$ cat config.mk
export PLATFORM = sky130hd
export DESIGN_NAME = dp_regfile
export DESIGN_NICKNAME = d
export VERILOG_FILES = /design/src/rtl/regfile_pkg.sv /design/src/rtl/rf_addr_decoder.sv /design/src/rtl/rf_word_reg.sv /design/src/rtl/rf_read_port.sv /design/src/rtl/dp_regfile.sv
export SDC_FILE = /design/constraint.sdc
export NUM_CORES = 1
export LEC_CHECK = 0
export BUFFER_PORTS_ARGS = -buffer_cell sky130_fd_sc_hd__buf_2
export CELL_PAD_IN_SITES_DETAIL_PLACEMENT = 1
export CELL_PAD_IN_SITES_GLOBAL_PLACEMENT = 1
export CORE_MARGIN = 2
export CORE_UTILIZATION = 53
export CTS_BUF_LIST = sky130_fd_sc_hd__clkbuf_2
export DETAILED_ROUTE_END_ITERATION = 10
export HOLD_SLACK_MARGIN = 0.05
export PLACE_DENSITY = 0.92
export SYNTH_ARGS = -nofsm -noshare
export SYNTH_HDL_FRONTEND = slang
export SYNTH_SLANG_ARGS = --single-unit
$ cat constraint.sdc
create_clock -name clk -period 1.5 [get_ports clk]
set_input_delay 0.075 -clock clk [delete_from_list [all_inputs] [get_ports clk]]
set_output_delay 0.075 -clock clk [all_outputs]
set_load 0.02 [all_outputs]
$ cat src/rtl/regfile_pkg.sv
package regfile_pkg;

    // Default geometry of the register file
    localparam int unsigned RF_ADDR_W_DEF = 3;
    localparam int unsigned RF_DATA_W_DEF = 16;

    // Number of words for a given address width
    function automatic int unsigned rf_depth(input int unsigned addr_w);
        return 32'd1 << addr_w;
    endfunction

endpackage

$ cat src/rtl/rf_addr_decoder.sv
module rf_addr_decoder #(
    parameter int unsigned ADDR_W = regfile_pkg::RF_ADDR_W_DEF,
    localparam int unsigned NUM_W = regfile_pkg::rf_depth(ADDR_W)
) (
    input  logic              en,
    input  logic [ADDR_W-1:0] addr,
    output logic [NUM_W-1:0]  sel
);

    // One comparator per output line
    for (genvar i = 0; i < NUM_W; i++) begin : g_line
        assign sel[i] = en && (addr == ADDR_W'(i));
    end

endmodule

$ cat src/rtl/rf_word_reg.sv
module rf_word_reg #(
    parameter int unsigned DATA_W = regfile_pkg::RF_DATA_W_DEF
) (
    input  logic              clk,
    input  logic              rst_n,
    input  logic              en,
    input  logic [DATA_W-1:0] d,
    output logic [DATA_W-1:0] q
);

    typedef struct packed {
        logic [DATA_W-1:0] word;
    } word_state_t;

    word_state_t st_d, st_q;

    // Next state: the enable stands in for a gated clock
    always_comb begin
        st_d = st_q;
        if (en) begin
            st_d.word = d;
        end
    end

    // Falling-edge capture with asynchronous clear
    always_ff @(negedge clk or negedge rst_n) begin
        if (!rst_n) begin
            st_q <= '0;
        end else begin
            st_q <= st_d;
        end
    end

    assign q = st_q.word;

endmodule

$ cat src/rtl/rf_read_port.sv
module rf_read_port #(
    parameter int unsigned ADDR_W = regfile_pkg::RF_ADDR_W_DEF,
    parameter int unsigned DATA_W = regfile_pkg::RF_DATA_W_DEF,
    localparam int unsigned NUM_W = regfile_pkg::rf_depth(ADDR_W)
) (
    input  logic [ADDR_W-1:0] addr,
    input  logic [DATA_W-1:0] words [NUM_W],
    output logic [DATA_W-1:0] data
);

    logic [NUM_W-1:0] rsel;

    rf_addr_decoder #(.ADDR_W(ADDR_W)) u_rdec (
        .en   (1'b1),
        .addr (addr),
        .sel  (rsel)
    );

    // AND-OR select network driven by the one-hot lines
    always_comb begin
        data = '0;
        for (int i = 0; i < NUM_W; i++) begin
            data = data | (words[i] & {DATA_W{rsel[i]}});
        end
    end

endmodule

$ cat src/rtl/dp_regfile.sv
module dp_regfile #(
    parameter int unsigned ADDR_W = regfile_pkg::RF_ADDR_W_DEF,
    parameter int unsigned DATA_W = regfile_pkg::RF_DATA_W_DEF
) (
    input  logic              clk,
    input  logic              rst_n,
    input  logic              wr_en,
    input  logic [ADDR_W-1:0] wr_addr,
    input  logic [DATA_W-1:0] wr_data,
    input  logic [ADDR_W-1:0] rd_addr_a,
    output logic [DATA_W-1:0] rd_data_a,
    input  logic [ADDR_W-1:0] rd_addr_b,
    output logic [DATA_W-1:0] rd_data_b
);

    localparam int unsigned NUM_W = regfile_pkg::rf_depth(ADDR_W);

    logic [NUM_W-1:0]  wr_sel;
    logic [DATA_W-1:0] words [NUM_W];

    // Write decoder: one-hot enables, all low without wr_en
    rf_addr_decoder #(.ADDR_W(ADDR_W)) u_wdec (
        .en   (wr_en),
        .addr (wr_addr),
        .sel  (wr_sel)
    );

    for (genvar i = 0; i < NUM_W; i++) begin : g_word
        rf_word_reg #(.DATA_W(DATA_W)) u_word (
            .clk   (clk),
            .rst_n (rst_n),
            .en    (wr_sel[i]),
            .d     (wr_data),
            .q     (words[i])
        );
    end

    rf_read_port #(.ADDR_W(ADDR_W), .DATA_W(DATA_W)) u_port_a (
        .addr  (rd_addr_a),
        .words (words),
        .data  (rd_data_a)
    );

    rf_read_port #(.ADDR_W(ADDR_W), .DATA_W(DATA_W)) u_port_b (
        .addr  (rd_addr_b),
        .words (words),
        .data  (rd_data_b)
    );

endmodule


==> flow_summary.json <==
{
  "setup_violations": 49,
  "n_antenna_cell": 0,
  "dp_hpwl_mm": 13.33,
  "leakagePower_nw": 3.927,
  "place_ws_ps": -666.0,
  "cts_root_buf": "clkbuf_2",
  "worst_pin_slew_ps": 505.7,
  "post_drt_wl_per_cell_um": 28.75,
  "drt_iter0_drc": 266,
  "clkTransAtPathRegs_ps": 130,
  "synthesis.area_um2": 7004,
  "critPathKind": "flip-flop to output pin",
  "synth_warnings": 0,
  "syn_area_per_cell_um2": 17.82,
  "yosysSeqAreaShare": 0.4573,
  "gp_congestion": 0.8394,
  "critPathLaunchType": "flip-flop",
  "rr_endpoint": "g_word[2].u_word.q[8]$_DFFE_NN0P_",
  "ir_worst_vdd_uv": 604.3,
  "grt_antenna_before_repair": 1,
  "syn-instance-count": 393,
  "dieArea_um2": 14150,
  "grt_use_total": 0.3083,
  "cts_buffer_depth": 2,
  "violations": "setup timing",
  "power_density_nw_per_um2": 1278,
  "startpoint": "g_word[7].u_word.q[15]$_DFFE_NN0P_",
  "synth_top_area_frac": 0.4573,
  "port_buffers": 59,
  "timing.setup.tns_ps": -39860,
  "rows": 42,
  "skew_ps": 0,
  "endpoint_kind": "output pin",
  "rr_worst_depth": 3,
  "timing.final.ws_setup_ps": -1319,
  "via_per_inst": 6.105,
  "rsz0062_at_grt": "true",
  "io_pins": 60,
  "cap_violations": 0,
  "hold_viol_final": 0,
  "num_vias": 4359,
  "synth_top_cells_by_area": "dfrtn_1 46%, mux2_2 26%, mux4_1 21%",
  "dr.pass1.iters": 4,
  "cpPeakStageDelay_ps": 520,
  "cp.required_ps": 1420,
  "drive_above_1_share": 0.7491,
  "post-synth-top-area-cell": "dfrtn_1",
  "overflow": 0,
  "grt_pass1_wl_mm": 31.66,
  "grt_pass1_vias": 5248,
  "drc": 0,
  "synth_nets": 421,
  "grt_max_degree": 33,
  "slew-limit-headroom": 0.6628,
  "cts_tree": "done",
  "areaGrowthSynthToFinish_pct": 24.96,
  "fin_nets": 554,
  "die_h_um": 119.0,
  "hold_path_class": "primary input to flip-flop",
  "slowest_stage": "mux4_2",
  "reg2reg_setup_slack_ps": 420,
  "ys_types": 15,
  "crit_end": "rd_data_b[15]",
  "cts_sinks": 128,
  "largest_register_ffs": 128,
  "die_w_um": 119.0,
  "ys_ff_latch": 128,
  "clk_latency_ps": 610,
  "ant_nets": 0,
  "r2r_start": "g_word[2].u_word.q[8]$_DFFE_NN0P_",
  "holdWs_ps": 400.1,
  "crit_fanout": 3,
  "drt-total-wl_mm": 20.53,
  "critical_path.cell_chain": "mux4_2 -> mux2_4 -> buf_6",
  "cts_made_buffers": 17,
  "initial_core_util": 0.5353,
  "core_area_um2": 13090,
  "drv_slew": 0,
  "htreeDepth": 4,
  "outcome": "complete, but fails checks",
  "arrival_ps": 2740
}
kinds of logic (layout without fill, tap and decap cells):
kind of cell,after synthesis,in the layout,share of synthesized area
buf+inv,33,178,0.03340
flops,128,128,0.4573
mux,224,224,0.4930
simple gates,8,8,0.01625
power breakdown:
group          switching [W]  internal, W
Combinational        0.00153      0.00271
Sequential          0.000667      0.00429
Clock                0.00126     0.000734
area by class of cell:
| class | count | area, um^2 |
|---|---|---|
| fill | 1129 | 4333 |
| multi-input combinational | 232 | 3700 |
| sequential | 128 | 3203 |
| timing repair buffer | 147 | 1431 |
| tap | 176 | 220.2 |
| clock buffer | 20 | 100.1 |
| clock inverter | 11 | 97.59 |
worst min path at each step:
stage                                             from                            endpoint  slack, ps  depth (start not counted)
detailed placement  g_word[3].u_word.q[13]$_DFFE_NN0P_  g_word[3].u_word.q[13]$_DFFE_NN0P_        470                          1
global route                                wr_data[4]   g_word[2].u_word.q[4]$_DFFE_NN0P_        370                          2
global placement     g_word[6].u_word.q[8]$_DFFE_NN0P_   g_word[6].u_word.q[8]$_DFFE_NN0P_        460                          1
floorplan                                        rst_n   g_word[0].u_word.q[0]$_DFFE_NN0P_        420                          0
CTS                                         wr_data[4]   g_word[2].u_word.q[4]$_DFFE_NN0P_        360                          2
finish                                      wr_data[4]   g_word[2].u_word.q[4]$_DFFE_NN0P_        400                          2
cell usage after synthesis:
cell type,count
mux2_2,160
dfrtn_1,128
mux4_1,56
buf_6,11
buf_2,8
mux4_2,8
buf_1,4
buf_4,4
clkbuf_1,4
nand4b_2,3
clkbuf_2,2
nor4bb_1,2
and4bb_2,1
nand4_2,1
nor4b_4,1
metal layers:
| metal | wire length [um] | up-vias | GRT usage |
|---|---|---|---|
| met4 | 597 | 2 | 0.1176 |
| li1 | - | 1817 | - |
| met1 | 8050 | 2359 | 0.3834 |
| met2 | 11060 | 131 | 0.5352 |
| met3 | 810 | 50 | 0.05939 |
| met5 | 13 | - | 0 |
cell usage in the layout, fill, tap and decap left out, drive strengths merged, types with 2 or more instances in the layout:
cell    count
bufinv      2
nor4bb      2
clkinv      9
nand4b      3
clkbuf     22
dfrtn     128
mux2      160
mux4       64
buf       144
through the flow:
| step | utilization | std cells | cell area [um^2] | power (W) |
|---|---|---|---|---|
| floorplan | - | 393 | 7197 | 0.007270 |
| global placement | 0.6224 | 658 | 8144 | 0.008271 |
| detailed placement | 0.6224 | 658 | 8144 | 0.008641 |
| CTS | 0.6605 | 702 | 8642 | 0.01110 |
| global route | 0.6689 | 714 | 8752 | 0.01168 |
| finish | 0.6689 | 714 | 8752 | 0.01118 |
critical path: cells and delay by family (launching register included):
| kind | cells | cell delay, ps |
|---|---|---|
| buffers and inverters | 1 | 140 |
| flip-flops | 1 | 420 |
| multiplexers | 2 | 830 |
timing repair:
action / in CTS / in global routing
resized for setup: 64 / 1
hold endpoints to repair: 11 / 0
hold buffers: 1 / 0
setup buffers: 12 / 11
gates cloned: 0 / 1
pin swaps: 0 / 2
endpoints found under the setup margin: 32 / 38
Power figures use the tool's default switching activity.
